<file path="config.mk">
export PLATFORM = sky130hd
export DESIGN_NAME = fab_err_unit
export DESIGN_NICKNAME = d
export VERILOG_FILES = /design/src/rtl/fab_err_pkg.sv /design/src/rtl/fab_err_cfg.sv /design/src/rtl/fab_err_detect.sv /design/src/rtl/fab_err_capture.sv /design/src/rtl/fab_err_rdmux.sv /design/src/rtl/fab_err_unit.sv
export SDC_FILE = /design/constraint.sdc
export NUM_CORES = 1
export LEC_CHECK = 0
export CAP_MARGIN = 10
export CORE_MARGIN = 2
export CORE_UTILIZATION = 43
export DETAILED_ROUTE_END_ITERATION = 16
export PLACE_DENSITY = 0.8
export SLEW_MARGIN = 20
export SYNTH_ARGS = -nofsm -noshare
export SYNTH_HDL_FRONTEND = slang
export SYNTH_SLANG_ARGS = --single-unit
</file>
<file path="constraint.sdc">
create_clock -name clk -period 2 [get_ports clk]
set_clock_uncertainty 0.1 [all_clocks]
set_input_delay 0.4 -clock clk [delete_from_list [all_inputs] [get_ports clk]]
set_output_delay 0.4 -clock clk [all_outputs]
set_load 0.1 [all_outputs]
</file>
<file path="src/rtl/fab_err_pkg.sv">
package fab_err_pkg;
    localparam int NCLS    = 4;
    localparam int ADDR_W  = 40;
    localparam int SRC_W   = 8;
    localparam int CT_W    = 5;
    localparam int WORD_W  = 32;

    // word index of each register (byte offset / 4)
    localparam logic [2:0] IX_DET   = 3'd0;
    localparam logic [2:0] IX_DIS   = 3'd1;
    localparam logic [2:0] IX_INTEN = 3'd2;
    localparam logic [2:0] IX_ATTR  = 3'd3;
    localparam logic [2:0] IX_ADRH  = 3'd4;
    localparam logic [2:0] IX_ADRL  = 3'd5;
    localparam logic [2:0] IX_ATTR2 = 3'd6;

    // field positions
    localparam int CAPV_BIT = 31;
    localparam int CT_LSB   = 26;
    localparam int SRC_LSB  = 18;
endpackage

</file>
<file path="src/rtl/fab_err_cfg.sv">
module fab_err_cfg
    import fab_err_pkg::*;
#(
    parameter int N = NCLS
) (
    input  logic         clk,
    input  logic         rst_n,
    input  logic         reg_we,
    input  logic [4:0]   reg_addr,
    input  logic [N-1:0] wdata_lo,
    output logic         wr_det,
    output logic [N-1:0] dis_q,
    output logic [N-1:0] inten_q
);
    typedef struct packed {
        logic [N-1:0] dis;
        logic [N-1:0] inten;
    } cfg_t;

    cfg_t st_d, st_q;
    logic aligned;
    logic [2:0] ix;

    always_comb begin
        aligned = (reg_addr[1:0] == 2'b00);
        ix      = reg_addr[4:2];
        wr_det  = reg_we && aligned && (ix == IX_DET);
        st_d    = st_q;
        if (reg_we && aligned && ix == IX_DIS)
            st_d.dis = wdata_lo;
        if (reg_we && aligned && ix == IX_INTEN)
            st_d.inten = wdata_lo;
    end

    always_ff @(posedge clk) begin
        if (!rst_n) st_q <= '0;
        else        st_q <= st_d;
    end

    assign dis_q   = st_q.dis;
    assign inten_q = st_q.inten;

    // stored value follows only writes to its own offset
    a_r9_dis_hold: assert property (@(posedge clk) disable iff (!rst_n)
        !(reg_we && reg_addr == 5'h04) |=> $stable(dis_q));
    a_r9_inten_hold: assert property (@(posedge clk) disable iff (!rst_n)
        !(reg_we && reg_addr == 5'h08) |=> $stable(inten_q));
endmodule

</file>
<file path="src/rtl/fab_err_detect.sv">
module fab_err_detect
    import fab_err_pkg::*;
#(
    parameter int N = NCLS
) (
    input  logic         clk,
    input  logic         rst_n,
    input  logic [N-1:0] evt_hit,
    input  logic [N-1:0] dis,
    input  logic         wr_det,
    input  logic [N-1:0] clr_bits,
    input  logic         clr_capv,
    output logic [N-1:0] qual,
    output logic         cap_clr,
    output logic [N-1:0] det_q
);
    typedef struct packed {
        logic [N-1:0] det;
    } det_t;

    det_t st_d, st_q;
    logic [N-1:0] clr_mask;

    always_comb begin
        qual     = evt_hit & ~dis;
        clr_mask = wr_det ? clr_bits : '0;
        cap_clr  = wr_det && clr_capv;
        st_d     = st_q;
        // new events take priority over a clear in the same cycle
        st_d.det = (st_q.det & ~clr_mask) | qual;
    end

    always_ff @(posedge clk) begin
        if (!rst_n) st_q <= '0;
        else        st_q <= st_d;
    end

    assign det_q = st_q.det;

    // a set bit survives any cycle without a clear of it
    a_r2_sticky: assert property (@(posedge clk) disable iff (!rst_n)
        1'b1 |=> (($past(det_q) & ~$past(clr_mask) & ~det_q) == '0));
    // a disabled, clear class stays clear
    a_r3_masked: assert property (@(posedge clk) disable iff (!rst_n)
        ((dis & ~det_q) != '0) |=> ((det_q & $past(dis & ~det_q)) == '0));
    // event beats the clear
    a_r7_evt_wins: assert property (@(posedge clk) disable iff (!rst_n)
        ((evt_hit & ~dis & clr_mask) != '0)
        |=> ((det_q & $past(evt_hit & ~dis & clr_mask)) == $past(evt_hit & ~dis & clr_mask)));
endmodule

</file>
<file path="src/rtl/fab_err_capture.sv">
module fab_err_capture
    import fab_err_pkg::*;
#(
    parameter int N  = NCLS,
    parameter int AW = ADDR_W,
    parameter int SW = SRC_W,
    parameter int TW = CT_W
) (
    input  logic          clk,
    input  logic          rst_n,
    input  logic [N-1:0]  qual,
    input  logic          cap_clr,
    input  logic [AW-1:0] evt_addr,
    input  logic [SW-1:0] evt_src,
    input  logic [TW-1:0] evt_ctype,
    output logic          capv_q,
    output logic [TW-1:0] ctype_q,
    output logic [SW-1:0] src_q,
    output logic [AW-1:0] addr_q,
    output logic [N-1:0]  cls_q
);
    typedef struct packed {
        logic          v;
        logic [TW-1:0] ct;
        logic [SW-1:0] src;
        logic [AW-1:0] addr;
        logic [N-1:0]  cls;
    } cap_t;

    cap_t st_d, st_q;
    logic load;

    always_comb begin
        st_d = st_q;
        load = !st_q.v && (qual != '0);
        if (st_q.v && cap_clr) begin
            st_d.v  = 1'b0;
            st_d.ct = '0;
        end else if (load) begin
            st_d.v    = 1'b1;
            st_d.ct   = evt_ctype;
            st_d.src  = evt_src;
            st_d.addr = evt_addr;
            st_d.cls  = qual;
        end
    end

    always_ff @(posedge clk) begin
        if (!rst_n) st_q <= '0;
        else        st_q <= st_d;
    end

    assign capv_q  = st_q.v;
    assign ctype_q = st_q.ct;
    assign src_q   = st_q.src;
    assign addr_q  = st_q.addr;
    assign cls_q   = st_q.cls;

    // captured data frozen while valid
    a_r5_frozen: assert property (@(posedge clk) disable iff (!rst_n)
        capv_q |=> ($stable(addr_q) && $stable(src_q) && $stable(cls_q)));
    // an accepted event with capture idle sets valid
    a_r4_arm: assert property (@(posedge clk) disable iff (!rst_n)
        (!capv_q && qual != '0) |=> capv_q);
    // no load in the cycle valid is cleared
    a_r7_no_load: assert property (@(posedge clk) disable iff (!rst_n)
        (capv_q && cap_clr) |=> (!capv_q && $stable(addr_q)));
endmodule

</file>
<file path="src/rtl/fab_err_rdmux.sv">
module fab_err_rdmux
    import fab_err_pkg::*;
#(
    parameter int N  = NCLS,
    parameter int AW = ADDR_W,
    parameter int SW = SRC_W,
    parameter int TW = CT_W
) (
    input  logic [4:0]        reg_addr,
    input  logic [N-1:0]      det,
    input  logic [N-1:0]      dis,
    input  logic [N-1:0]      inten,
    input  logic              capv,
    input  logic [TW-1:0]     ctype,
    input  logic [SW-1:0]     src,
    input  logic [AW-1:0]     addr,
    input  logic [N-1:0]      cls,
    output logic [WORD_W-1:0] rdata
);
    localparam int HI_W = AW - WORD_W;

    always_comb begin
        rdata = '0;
        if (reg_addr[1:0] == 2'b00) begin
            unique case (reg_addr[4:2])
                IX_DET: begin
                    rdata[N-1:0]                = det;
                    rdata[CT_LSB +: TW]         = ctype;
                    rdata[CAPV_BIT]             = capv;
                end
                IX_DIS:   rdata[N-1:0]          = dis;
                IX_INTEN: rdata[N-1:0]          = inten;
                IX_ATTR:  rdata[SRC_LSB +: SW]  = src;
                IX_ADRH:  rdata[HI_W-1:0]       = addr[AW-1:WORD_W];
                IX_ADRL:  rdata                 = addr[WORD_W-1:0];
                IX_ATTR2: rdata[N-1:0]          = cls;
                default:  rdata                 = '0;
            endcase
        end
    end
endmodule

</file>
<file path="src/rtl/fab_err_unit.sv">
module fab_err_unit
    import fab_err_pkg::*;
#(
    parameter int N  = NCLS,
    parameter int AW = ADDR_W,
    parameter int SW = SRC_W,
    parameter int TW = CT_W
) (
    input  logic              clk,
    input  logic              rst_n,
    input  logic [N-1:0]      evt_hit,
    input  logic [AW-1:0]     evt_addr,
    input  logic [SW-1:0]     evt_src,
    input  logic [TW-1:0]     evt_ctype,
    input  logic              reg_we,
    input  logic [4:0]        reg_addr,
    input  logic [WORD_W-1:0] reg_wdata,
    output logic [WORD_W-1:0] reg_rdata,
    output logic              irq_o
);
    logic          wr_det, cap_clr, capv;
    logic [N-1:0]  dis, inten, qual, det, cls;
    logic [TW-1:0] ctype;
    logic [SW-1:0] src;
    logic [AW-1:0] addr;

    fab_err_cfg #(.N(N)) u_cfg (
        .clk(clk), .rst_n(rst_n), .reg_we(reg_we), .reg_addr(reg_addr),
        .wdata_lo(reg_wdata[N-1:0]), .wr_det(wr_det),
        .dis_q(dis), .inten_q(inten)
    );

    fab_err_detect #(.N(N)) u_det (
        .clk(clk), .rst_n(rst_n), .evt_hit(evt_hit), .dis(dis),
        .wr_det(wr_det), .clr_bits(reg_wdata[N-1:0]),
        .clr_capv(reg_wdata[CAPV_BIT]), .qual(qual),
        .cap_clr(cap_clr), .det_q(det)
    );

    fab_err_capture #(.N(N), .AW(AW), .SW(SW), .TW(TW)) u_cap (
        .clk(clk), .rst_n(rst_n), .qual(qual), .cap_clr(cap_clr),
        .evt_addr(evt_addr), .evt_src(evt_src), .evt_ctype(evt_ctype),
        .capv_q(capv), .ctype_q(ctype), .src_q(src), .addr_q(addr),
        .cls_q(cls)
    );

    fab_err_rdmux #(.N(N), .AW(AW), .SW(SW), .TW(TW)) u_rd (
        .reg_addr(reg_addr), .det(det), .dis(dis), .inten(inten),
        .capv(capv), .ctype(ctype), .src(src), .addr(addr), .cls(cls),
        .rdata(reg_rdata)
    );

    assign irq_o = |(det & inten);

    // interrupt only rises after an event or a register write
    a_r8_irq_cause: assert property (@(posedge clk) disable iff (!rst_n)
        $rose(irq_o) |-> ($past(evt_hit != '0) || $past(reg_we)));
    // reset leaves the interrupt low
    a_r1_reset_low: assert property (@(posedge clk)
        $past(!rst_n) |-> !irq_o);
endmodule

</file>
# Word level (Yosys, flattened, before mapping)
# Index checks and enable logic that the tools add are counted.
dict set report word_totals {
  ff_bits 70
  input_bits 97
  out_inout_bits 33
  wordCells 43
}
dict set report op_classes {
  eq_ne 6
  muxes 7
  bitwise 8
  reduce_logical 14
}
# cell count
set ops {}
lappend ops {{32-bit two-way mux} 1}
lappend ops {{4-bit case mux with 6 select lines} 1}
lappend ops {{8-bit case mux with 2 select lines} 1}
lappend ops {{4-bit AND} 3}
lappend ops {{6-bit case mux with 2 select lines} 1}
lappend ops {{10-bit two-way mux} 1}
lappend ops {{3-bit equality test (second input constant)} 3}
lappend ops {{4-bit NOT} 2}
lappend ops {{4-bit case mux with 2 select lines} 1}
lappend ops {{1-bit logical AND} 7}
lappend ops {{3-bit by 2-bit equality test with 1-bit output (second input constant)} 2}
lappend ops {{4-bit two-way mux} 1}
lappend ops {{4-bit bitwise OR} 1}
lappend ops {{4-bit nonzero test} 1}
lappend ops {{4-bit OR reduction} 1}
lappend ops {{3-bit by 1-bit equality test with 1-bit output (second input constant)} 1}
lappend ops {{3-bit zero test} 1}
lappend ops {{2-bit zero test} 1}
lappend ops {{1-bit NOT} 2}
lappend ops {{2-bit AND reduction} 1}
lappend ops {{2-bit OR reduction} 1}
lappend ops {{1-bit zero test} 1}

# Depth between registers and ports, before layout
dict set report depth {
  word_depth 7
  mapped_depth 6
  depth_no_buf 4
}

# Modules after synthesis
# From an unflattened synthesis, not the netlist that was laid out.
dict set report unflattened {
  hier_cells 404
  area_unflattened_um2 3445.8
}
# module instances cells_each area_each_um2 seq_area_each_um2
set by_module_without_submodules {}
lappend by_module_without_submodules {fab_err_capture 1 253 2287.2 1161.1}
lappend by_module_without_submodules {fab_err_rdmux 1 98 614.3 0.0}
lappend by_module_without_submodules {fab_err_cfg 1 33 342.8 160.2}
lappend by_module_without_submodules {fab_err_detect 1 17 182.7 80.1}
lappend by_module_without_submodules {fab_err_unit 1 3 18.8 0.0}

# Worst setup path before layout
# Ideal clock, no wire load.
dict set report synth_timing {
  path_type {input -> output}
  start {input port reg_addr[2]}
  end {output port reg_rdata[18]}
  t_arrival_ns 2.415
  slack_ns -0.915
  path_stages 4
  n_path_buf 2
  path_cell_list {buf_4 > clkbuf_1 > nand2_1 > nor2_1}
}
dict set report synth_between {
  elab_chain_len 3
  elab_cells_between_ends 4
}
# item line
set synth_lines {}
lappend synth_lines {{start, declared} fab_err_unit.sv:16} ;# input logic [4:0] reg_addr,
lappend synth_lines {{3-bit equality test or 3-bit by 2-bit equality test with 1-bit output (tied branches)} fab_err_rdmux.sv:25} ;# unique case (reg_addr[4:2])
lappend synth_lines {{8-bit case mux with 2 select lines *} fab_err_rdmux.sv:25}
lappend synth_lines {{32-bit two-way mux *} fab_err_rdmux.sv:24} ;# if (reg_addr[1:0] == 2'b00) begin
lappend synth_lines {{end, declared} fab_err_unit.sv:18} ;# output logic [WORD_W-1:0] reg_rdata,
# Mark *: on every way between the ends. The rest lies on a longest branch, timed or not.

# Worst setup path after layout
dict set report layout_timing {
  start {input port reg_addr[1]}
  end {output port reg_rdata[16]}
}
dict set report layout_between {
  elab_chain_len 2
}
# item line
set layout_lines {}
lappend layout_lines {{2-bit zero test} fab_err_rdmux.sv:24}
lappend layout_lines {{32-bit two-way mux} fab_err_rdmux.sv:24}
# Every way passes these cells.

==> impl_metrics.py <==
metrics = {
    "pwr": {
        "peakVddDrop_v": 0.000377,
        "p_total_mw": 3.45,
        "leakagePower_nw": 2.05,
        "p_per_area_nw_per_um2": 649,
    },
    "clock_network": {
        "cts_tree": "done",
        "clockBufferDepth": 2,
        "cts_sinks": 70,
        "root_buffer": "clkbuf_8",
        "htree_levels": 3,
        "hold_buffers": 0,
        "cts_made_buffers": 9,
        "path_clk_slew_ns": 0.07,
        "clk_latency_ns": 0.33,
    },
    "die": {
        "io_pins": 130,
        "rows": 31,
        "die_w_um": 89.9,
        "die_area_um2": 8090,
        "initial_utilization_pct": 44.0,
        "core_um2": 7210,
        "die-height_um": 89.9,
    },
    "min_path": {
        "min-delay-start": "rst_n",
        "hold_depth": 3,
        "hold_class": "in -> reg",
        "worstHoldEndpoint": "u_cap.addr_q[26]",
    },
    "layout": {
        "multiInputGateArea_um2": 1870,
        "drive_gt1_share_pct": 26.8,
        "fill_cells": 550,
        "n_antenna_cell": 0,
        "seq_area_um2": 1400,
        "final_cells": 613,
        "utilization_pct": 73.7,
        "finalNetCount": 606,
        "area_delta_synth_final_pct": 67.5,
    },
    "placement": {
        "gp_congestion": 0.877,
        "dp.cells": 596,
        "dp_hpwl_um": 6660,
        "port_buffers": 102,
        "dpl_worst_slack_ns": -0.498,
    },
    "route": {
        "wl_per_cell_um": 15.0,
        "drc": 0,
        "firstDrtPassIters": 4,
        "vias": 3185,
        "drtAntennaViolNets": 0,
        "routed_via_density": 5.20,
        "finalWirelength_um": 9210,
        "first_iter_violations": 110,
    },
    "setup_path": {
        "arrival_ns": 1.54,
        "crit_required_ns": 1.50,
        "crit_type": "in -> out",
        "cp-start-kind": "primary input",
        "reg2reg_from": "u_cfg.dis_q[3]",
        "end_kind": "output port",
        "r2r_slack_ns": 0.45,
        "worstReg2RegEnd": "u_cap.ctype_q[4]",
        "r2r_cells": 5,
        "cp_max_fo": 5,
    },
    "sta": {
        "fmax_mhz": 490,
        "maxSlewHeadroom_pct": 74.5,
        "timing.final.ws_setup_ns": -0.0406,
        "maxSlewViolCount": 0,
        "rsz0062_at_grt": "yes",
        "fin_crit_sh_pct": 102,
        "worst_pin_slew_ns": 0.383,
        "setup_viol": 10,
        "finalHoldWorstSlack_ns": 0.322,
        "hold_viol": 0,
        "fin_crit_ns": 2.04,
    },
    "synth": {
        "synth_edf_count": 0,
        "ys_ff_latch": 70,
        "synth.distinct_cells": 35,
        "synth_top_cells_by_area": "dfxtp_1 (44%), nand3_1 (8.4%), o21ai_1 (7.4%)",
        "yosysMostFrequentCell": "dfxtp_1",
        "yosysSeqAreaShare_pct": 44.1,
        "synthArstFlopShare_pct": 0,
        "netlist_area_um2": 3180,
        "yosysTopAreaCell": "dfxtp_1",
        "avgSynthCellArea_um2": 8.00,
        "synth_ff_type": "dfxtp_1",
        "yosysWarnings": 0,
        "netlist_instances": 397,
        "synth_top_area_share_pct": 44.1,
        "synth_fp_nets": 494,
        "synth_common_cells": "dfxtp_1 (70), nand3_1 (53), nand2_1 (52)",
    },
    "status": {
        "violations": "negative setup slack",
        "status": "complete, but fails checks",
    },
    "global_route": {
        "groute.usage.overall_pct": 23.4,
        "gr-total-overflow": 0,
        "grt_max_degree": 49,
        "grt_pass1_vias": 3224,
        "antenna_found_initial": 0,
        "grt_pass1_wl_um": 15300,
    },
    "job": {
        "maxCapViolations": 0,
    },
}
## layer usage
| layer | global-route usage, % | part of all wire [%] |
|---|---|---|
| met1 | 29.1 | 43 |
| met2 | 40.2 | 51 |
| met3 | 4.27 | 4.1 |
| met4 | 9.62 | 1.6 |
| met5 | 0 | 0 |
## cells in the final DEF (no fill, tap or decap), types with 5 or more instances in the layout
master | synthesis | routed
dfxtp_1 | 70 | 70
clkdlybuf4s50_1 | 0 | 63
nand3_1 | 53 | 53
nand2_1 | 52 | 50
o21ai_1 | 47 | 48
buf_12 | 0 | 38
mux2i_1 | 22 | 21
buf_4 | 4 | 21
nor2_1 | 38 | 20
nor2_4 | 0 | 18
a22oi_1 | 19 | 16
clkbuf_8 | 0 | 12
and2_4 | 0 | 11
buf_6 | 2 | 10
o21ai_0 | 10 | 9
inv_1 | 6 | 6
a21oi_1 | 6 | 6
nand2b_1 | 5 | 5
## layout make-up
| cell class | instances | share of cell area [%] |
|---|---|---|
| sequential | 70 | 26.3 |
| clock buffer | 13 | 3.18 |
| multi-input combinational | 289 | 35.2 |
| timing repair buffer | 133 | 31.3 |
| inverter | 6 | 0.423 |
| tap | 99 | 2.33 |
| clock inverter | 3 | 1.22 |
## logic make-up after synthesis
group / Yosys count / share of synthesized area [%]
AO/OA/AOI/OAI: 96 / 17.8
buffers and inverters: 38 / 5.63
flip-flops: 70 / 44.1
multiplexers: 22 / 6.93
AND/OR/NAND/NOR: 171 / 25.5
## metrics by stage
step	instance area [um^2]	TNS (ns)
2_1_floorplan	3380	-1.71
3_3_place_gp	4990	-15.60
3_5_place_dp	4990	-16.52
4_1_cts	5310	-1.16
5_1_grt	5320	-0.654
6_report	5320	-0.288
## state kept, by name, indices dropped and copies added (netlist names)
name,cells
u_cap.capv_q,1
u_cap.addr_q,40
u_cap.cls_q,4
u_cfg.inten_q,4
u_cap.ctype_q,5
u_cap.src_q,8
u_cfg.dis_q,4
u_det.det_q,4
## repair_timing
item	in CTS	in global routing
setup endpoints to repair	36	27
setup buffers	2	0
resized for setup	38	13
endpoints found under the hold margin	0	0
gates cloned	1	0
pin swaps	12	9
## worst max-delay path by stage
stage	start	endpoint	slack, ns	cells after the start
final	reg_addr[1]	reg_rdata[16]	-0.04	6
after global routing	reg_addr[1]	reg_rdata[16]	-0.08	6
after CTS	reg_addr[0]	reg_rdata[10]	-0.12	7
after detailed placement	reg_addr[2]	reg_rdata[0]	-0.50	7
after global placement	reg_addr[2]	reg_rdata[0]	-0.46	7
after floorplan	reg_addr[3]	reg_rdata[18]	-0.15	5
## power by group
group          switching [mW]  leakage, nW  total [mW]  internal [mW]
registers              0.0520        0.577        1.53           1.48
logic                   0.307         1.35       0.605          0.298
clock network           0.512        0.120        1.32          0.804
total                   0.870         2.05        3.45           2.58
## critical path: stages
cell and delay, ns:
buf_6 0.09, or3_4 0.41, nor2b_4 0.18, buf_6 0.14, and2_4 0.15, buf_12 0.16
No activity file was read; power rests on OpenSTA's default activity.
